**src/rtl/dsadc_pkg.sv**
```systemverilog
package dsadc_pkg;

  typedef enum logic [2:0] {
    ST_IDLE,
    ST_ZERO,
    ST_INTEG,
    ST_DEINT,
    ST_DONE
  } phase_e;

  typedef struct packed {
    logic cntClear;
    logic cntInc;
    logic latchResult;
    logic latchOver;
  } dp_strobe_t;

endpackage

```
**src/rtl/dsadc_datapath.sv**
```systemverilog
module dsadc_datapath
  import dsadc_pkg::*;
#(
  parameter int CNT_W       = 14,
  parameter int SYNC_STAGES = 2
) (
  input  logic             clk,
  input  logic             rst_n,
  input  logic             cmpIn,
  input  dp_strobe_t       strobe,
  output logic [CNT_W-1:0] cnt,
  output logic             cntAtMax,
  output logic             cmpSync,
  output logic [CNT_W-1:0] result,
  output logic             overRange
);

  localparam logic [CNT_W-1:0] SYNC_LAG = CNT_W'(SYNC_STAGES);

  logic [SYNC_STAGES-1:0] syncChain;

  genvar gi;
  generate
    for (gi = 0; gi < SYNC_STAGES; gi++) begin : g_sync
      if (gi == 0) begin : g_first
        always_ff @(posedge clk) begin
          if (!rst_n) syncChain[0] <= 1'b0;
          else        syncChain[0] <= cmpIn;
        end
      end else begin : g_next
        always_ff @(posedge clk) begin
          if (!rst_n) syncChain[gi] <= 1'b0;
          else        syncChain[gi] <= syncChain[gi-1];
        end
      end
    end
  endgenerate

  assign cmpSync  = syncChain[SYNC_STAGES-1];
  assign cntAtMax = &cnt;

  always_ff @(posedge clk) begin
    if (!rst_n)               cnt <= '0;
    else if (strobe.cntClear) cnt <= '0;
    else if (strobe.cntInc)   cnt <= cnt + 1'b1;
  end

  always_ff @(posedge clk) begin
    if (!rst_n) begin
      result    <= '0;
      overRange <= 1'b0;
    end else if (strobe.latchOver) begin
      result    <= '0;
      overRange <= 1'b1;
    end else if (strobe.latchResult) begin
      result    <= (cnt >= SYNC_LAG) ? (cnt - SYNC_LAG) : '0;
      overRange <= 1'b0;
    end
  end

endmodule

```
**src/rtl/dsadc_ctrl.sv**
```systemverilog
module dsadc_ctrl
  import dsadc_pkg::*;
#(
  parameter int CNT_W       = 14,
  parameter int FIXED_COUNT = 1000,
  parameter int ZERO_CYCLES = 4
) (
  input  logic             clk,
  input  logic             rst_n,
  input  logic             start,
  input  logic [CNT_W-1:0] cnt,
  input  logic             cntAtMax,
  input  logic             cmpSync,
  output dp_strobe_t       strobe,
  output logic             selInput,
  output logic             selRef,
  output logic             intZero,
  output logic             done
);

  localparam logic [CNT_W-1:0] FIX_LAST  = CNT_W'(FIXED_COUNT - 1);
  localparam logic [CNT_W-1:0] ZERO_LAST = CNT_W'(ZERO_CYCLES - 1);

  phase_e state, nextState;

  always_comb begin
    nextState = state;
    strobe    = '0;
    unique case (state)
      ST_IDLE: begin
        if (start) begin
          nextState       = ST_ZERO;
          strobe.cntClear = 1'b1;
        end
      end
      ST_ZERO: begin
        if (cnt == ZERO_LAST) begin
          nextState       = ST_INTEG;
          strobe.cntClear = 1'b1;
        end else begin
          strobe.cntInc = 1'b1;
        end
      end
      ST_INTEG: begin
        if (cnt == FIX_LAST) begin
          nextState       = ST_DEINT;
          strobe.cntClear = 1'b1;
        end else begin
          strobe.cntInc = 1'b1;
        end
      end
      ST_DEINT: begin
        if (!cmpSync) begin
          nextState          = ST_DONE;
          strobe.latchResult = 1'b1;
        end else if (cntAtMax) begin
          nextState        = ST_DONE;
          strobe.latchOver = 1'b1;
        end else begin
          strobe.cntInc = 1'b1;
        end
      end
      ST_DONE:  nextState = ST_IDLE;
      default:  nextState = ST_IDLE;
    endcase
  end

  always_ff @(posedge clk) begin
    if (!rst_n) begin
      state    <= ST_IDLE;
      selInput <= 1'b0;
      selRef   <= 1'b0;
      intZero  <= 1'b1;
      done     <= 1'b0;
    end else begin
      state    <= nextState;
      selInput <= (nextState == ST_INTEG);
      selRef   <= (nextState == ST_DEINT);
      intZero  <= !((nextState == ST_INTEG) || (nextState == ST_DEINT));
      done     <= (nextState == ST_DONE);
    end
  end

endmodule

```
**src/rtl/dual_slope_seq.sv**
```systemverilog
module dual_slope_seq
  import dsadc_pkg::*;
#(
  parameter int FIXED_COUNT = 1000,
  parameter int CNT_W       = 14,
  parameter int ZERO_CYCLES = 4,
  parameter int SYNC_STAGES = 2
) (
  input  logic             clk,
  input  logic             rst_n,
  input  logic             start,
  input  logic             cmpIn,
  output logic             selInput,
  output logic             selRef,
  output logic             intZero,
  output logic             done,
  output logic [CNT_W-1:0] result,
  output logic             overRange
);

  dp_strobe_t       strobe;
  logic [CNT_W-1:0] cnt;
  logic             cntAtMax;
  logic             cmpSync;

  dsadc_ctrl #(
    .CNT_W(CNT_W), .FIXED_COUNT(FIXED_COUNT), .ZERO_CYCLES(ZERO_CYCLES)
  ) ctrl_i (
    .clk(clk), .rst_n(rst_n), .start(start), .cnt(cnt),
    .cntAtMax(cntAtMax), .cmpSync(cmpSync), .strobe(strobe),
    .selInput(selInput), .selRef(selRef), .intZero(intZero), .done(done)
  );

  dsadc_datapath #(
    .CNT_W(CNT_W), .SYNC_STAGES(SYNC_STAGES)
  ) dp_i (
    .clk(clk), .rst_n(rst_n), .cmpIn(cmpIn), .strobe(strobe),
    .cnt(cnt), .cntAtMax(cntAtMax), .cmpSync(cmpSync),
    .result(result), .overRange(overRange)
  );

endmodule

```
**config.mk**
```make
export PLATFORM = sky130hd
export DESIGN_NAME = dual_slope_seq
export DESIGN_NICKNAME = d
export VERILOG_FILES = /design/src/rtl/dsadc_pkg.sv /design/src/rtl/dsadc_datapath.sv /design/src/rtl/dsadc_ctrl.sv /design/src/rtl/dual_slope_seq.sv
export SDC_FILE = /design/constraint.sdc
export NUM_CORES = 1
export LEC_CHECK = 0
export BUFFER_PORTS_ARGS = -buffer_cell sky130_fd_sc_hd__buf_4
export CORE_ASPECT_RATIO = 0.7
export CORE_UTILIZATION = 35
export CTS_CLUSTER_DIAMETER = 150
export CTS_CLUSTER_SIZE = 12
export DETAILED_ROUTE_END_ITERATION = 12
export PLACE_DENSITY = 0.56
export SLEW_MARGIN = 20
export SYNTH_ARGS = -nofsm -noshare
export SYNTH_HDL_FRONTEND = slang
export SYNTH_HIERARCHICAL = 1
export SYNTH_SLANG_ARGS = --single-unit
```
**constraint.sdc**
```tcl
create_clock -name clk -period 2.5 [get_ports clk]
set_input_delay 0.25 -clock clk [delete_from_list [all_inputs] [get_ports clk]]
set_output_delay 0.25 -clock clk [all_outputs]
set_load 0.03 [all_outputs]
```
* Word-level counts from Yosys, hierarchy flattened
Cells that the tools add are included.
** Storage, ports and cells
- Register bits after elaboration :: 38
- Output and inout port bits :: 19
- Logic and storage cells :: 51
** Cells by class
- $add $sub $neg :: 2
- $lt $le $gt $ge :: 1
- Equal/unequal tests :: 8
- Mux-type cells :: 22
- Bitwise gates (word level) :: 1
- Reduce and logical (&&, ||, !) cells :: 7
** Operators by type and width (count)
- 3-bit two-way mux :: 5
- 14-bit by 1-bit adder with 14-bit output (second input constant) :: 1
- 14-bit by 10-bit == test with 1-bit output (second input constant) :: 1
- 14-bit by 2-bit == test with 1-bit output (second input constant) :: 1
- 14-bit by 2-bit >= comparator with 1-bit output (second input constant) :: 1
- 14-bit two-way mux :: 1
- 14-bit AND reduction :: 1
- 14-bit by 2-bit subtractor with 14-bit output (second input constant) :: 1
- 3-bit by 2-bit == test with 1-bit output (second input constant) :: 4
- 1-bit two-way mux :: 12
- 3-bit one-hot mux with 4 select lines :: 1
- 1-bit one-hot mux with 3 select lines :: 2
- 2-bit OR reduction :: 2
- 3-bit by 1-bit == test with 1-bit output (second input constant) :: 1
- 3-bit == test (second input constant) :: 1
- 3-bit logical NOT :: 1
- 2-bit two-way mux :: 1
- 2-bit nonzero test :: 1
- 1-bit logical NOT :: 1
- 1-bit logical OR :: 1
- 1-bit NOT :: 1

* Logic depth before layout (Yosys ltp)
- Depth in word-level cells :: 7
- Gate-level depth with buffers :: 14

* By module
The synthesis kept the hierarchy.
** Modules (own cells, without submodules)
- dsadc_datapath :: instances 1, cells each 172, area an instance 1570.3 um^2
- dsadc_ctrl :: instances 1, cells each 44, area an instance 410.4 um^2

* Worst setup path after synthesis
OpenSTA, ideal clock, no wires.
- Kind :: reg2reg
- Start point :: register dp_i.cnt[4]
- End point :: register dp_i.cnt[13]
- Library setup time :: 0.070 ns
- Arrival :: 2.509 ns
- Data required time :: 2.430 ns
- Setup slack :: -0.079 ns
- Stages on the path, launching flop included :: 15
- Clock period less this slack :: 2.579 ns
- Path through :: dfxtp_1 -> buf_2 -> and4_2 -> buf_6 -> nand2_1 -> nor3_1 -> or2b_2 -> nor2_1 -> nand3b_1 -> a22o_1 -> and3_1 -> clkbuf_1 -> nand3_1 -> or3_1 -> a21oi_1
** RTL lines
- from (decl) :: RTL line dsadc_datapath.sv:11 : output logic [CNT_W-1:0] cnt,
- from (signal assigned) :: RTL line dsadc_datapath.sv:45 : else if (strobe.cntInc) cnt <= cnt + 1'b1;

==> results.tsv <==
metric	value	unit
run status	completed	
cts-stage hold buffer count	0	
final worst path period share	92.0	%
final hold violation count	0	
depth of the worst register-to-register path	11	
total power density per cell area	458	nW/µm²
GP Congestion	0.831	
number of flops mapped to enable cells by yosys	0	
proportion of power drawn by combinational gates	7.6	%
number of remaining DRC errors	0	
clock network fraction of total power	36.2	%
VDD IR max	0.202	mV
maximum fanout along the worst path	6	
DRT iter0 DRCs	102	
cell chosen for the clock root	clkbuf_8	
clock sink total	38	
clock tree from TritonCTS	built	
TritonCTS buffer count	5	
Max stage delay cell, worst path	or2b_2	
CTS max path bufs	2	
Die Span Y	64.9	µm
Levels on crit path	11	
Post-DRT Antenna Nets	0	
starting density of the core	37.1	%
fraction of the core area covered by cells at the end of the flow	44.8	%
post-route total power	0.00110	W
NumNets Final	259	
Synth Area per Inst	9.17	µm²
leakage	0.978	nW
clock insertion delay at the later pin of the skew report	0.29	ns
total negative setup slack	0	ns
Port-buffer cells	22	
endpoint class of the critical path	flop	
most frequent standard cell in the layout excluding fill and tap cells	buf_4	
number of flip-flops and latches in the synthesized netlist	38	
type of element launching the critical path	flop	
average wire length per cell after detail routing	13.2	µm
horizontal die dimension	91.9	µm
asr flop ratio synth	0	%
Setup Skew	0.00683	ns
portion of the post-synthesis area used by sequential elements	38.4	%
combined buffer and inverter count along the critical path	0	
setup violators final	0	
headroom to the max-slew limit	68.2	%
Max-cap violations	0	
routed wire length	4.27	mm
cell family with most CP delay	simple AND/OR/NAND/NOR gates	
global-route congestion overflow total	0	
number of antenna violations at the first check in global routing	0	
number of global-route vias before repair	1478	
worst hold path depth	2	
most frequent cells in the layout	40 x buf_4, 38 x dfxtp_1, 23 x nor2_1	
area added between synthesis and finish	20.8	%
slew at the pin closest to its max-slew limit	0.473	ns
critical setup path kind	reg2reg	
net switching power	0.000263	W
via count of the routed design	1599	
fmax	435	MHz
clock-pin slew of the registers on the worst-case setup and hold paths	0.07	ns
total count of max-transition violations in the final report	0	
register share of total power	56.1	%
cell area after layout	2390	µm²
synthesized instance count	216	
endpoint arrival time on the critical path	2.52	ns
Global Route Usage Sum	15.9	%
count of distinct cell types in the synthesized netlist	51	
Area after DPL	2310	µm²
internal cell power	0.000832	W
final period demand of the worst path	2.30	ns
Min-Delay Path Class	in2reg	
required time of the critical path	2.72	ns
RSZ-0062 raised after global routing	no	
Syn Nets	224	
row count	22	
buffers inserted during post-CTS setup optimization	0	
via count normalized by instance count	4.95	
dpl hpwl	3.09	mm
Ant. Diodes	0	
maximum cell stage delay along the critical path	0.33	ns
cell occurring most often along the worst timing path	nand3_1	
share of cells above drive strength 1	25.9	%
pin count of the biggest net entering global routing	24	
first-pass GRT wire length	7.31	mm
overall die area	5970	µm²
Top Ports	23	
mapped cell area	1980	µm²
Std-Cell Core Area	5340	µm²
critical path cell sequence	ha_1 -> nand3_1 -> nor3_1 -> or2b_2 -> nor2_2 -> nand3b_1 -> a22o_1 -> and3_2 -> nand3_1 -> or3_1 -> a21oi_1	
switching power as a share of total power	24.0	%
maximum level of the CTS H-tree	2	
leading register cell type out of synthesis	dfxtp_1	
iteration count of the initial detailed-routing pass	4	
count of synthesis-stage warnings from yosys	6	
==> cell families after synthesis <==
| group | after synthesis | share of synthesized area, % |
|---|---|---|
| fa+ha+maj | 4 | 2.53 |
| flops | 38 | 38.4 |
| compound gates | 35 | 13.6 |
| buf+inv | 26 | 5.87 |
| simple gates | 91 | 29.8 |
| xor+xnor | 22 | 9.73 |
==> cells in the mapped netlist, types with 6 or more instances <==
library cell / number / share of area, %
xor2_1: 19 / 8.4
nand4_1: 7 / 2.2
nand2_1: 8 / 1.5
o32ai_1: 7 / 3.1
clkbuf_1: 7 / 1.3
nand3_1: 6 / 1.5
dfxtp_1: 38 / 38
a21oi_1: 10 / 2.5
nor2_1: 24 / 4.5
o211ai_1: 6 / 2.3
nand2b_1: 9 / 2.8
inv_1: 14 / 2.7
==> power by group through the flow <==
stage	sequential, W	clock (W)	combinational [W]
6_report	0.000615	0.000397	0.0000837
5_1_grt	0.000615	0.000446	0.0000936
4_1_cts	0.000614	0.000418	0.0000839
3_5_place_dp	0.000629	0	0.0000837
3_3_place_gp	0.000629	0	0.0000842
2_1_floorplan	0.000630	0	0.0000539
==> sequential cells by signal (all words and copies together), names as in the netlist <==
name / count
ctrl_i/selRef: 1
dp_i/cnt: 14
ctrl_i/state: 3
dp_i/cmpSync: 1
dp_i/syncChain: 1
dp_i/result: 14
ctrl_i/done: 1
dp_i/overRange: 1
ctrl_i/intZero: 1
ctrl_i/selInput: 1
==> cell type report <==
type / count / area [µm²]
tap: 72 / 90.1
sequential: 38 / 761
fill: 546 / 2950
inverter: 14 / 52.6
clock inverter: 2 / 10.0
multi-input combinational: 152 / 1110
clock buffer: 5 / 68.8
timing repair buffer: 40 / 300
==> per-layer routing <==
metal	part of all wire (%)	global-route usage, %	vias to the layer above
met5	0	0	-
li1	-	-	830
met1	57	24.3	736
met2	37	21.3	28
met4	0.56	4.10	0
met3	5.2	4.34	5
==> worst paths after layout <==
| path | start | end | slack [ns] |
|---|---|---|---|
| max | dp_i/cnt[0] | dp_i/cnt[13] | 0.20 |
| min | cmpIn | dp_i/syncChain[0] | 0.18 |
| max reg2reg | dp_i/cnt[0] | dp_i/cnt[13] | 0.20 |
| min reg2reg | dp_i/syncChain[0] | dp_i/cmpSync | 0.44 |
==> metrics by stage <==
step | setup WS, ns | hold slack (ns) | instances
detailed placement | 0.184 | 0.419 | 316
finish | 0.201 | 0.178 | 323
CTS | 0.150 | 0.169 | 323
global placement | 0.258 | 0.416 | 316
floorplan | 0.00434 | 0.368 | 216
global route | 0.0198 | 0.172 | 323
==> timing repair <==
action / in CTS / in global routing
endpoints found under the hold margin: 0 / 0
resized for setup: 0 / 1
endpoints found under the setup margin: 0 / 1
(Power assumes the default switching activity.)
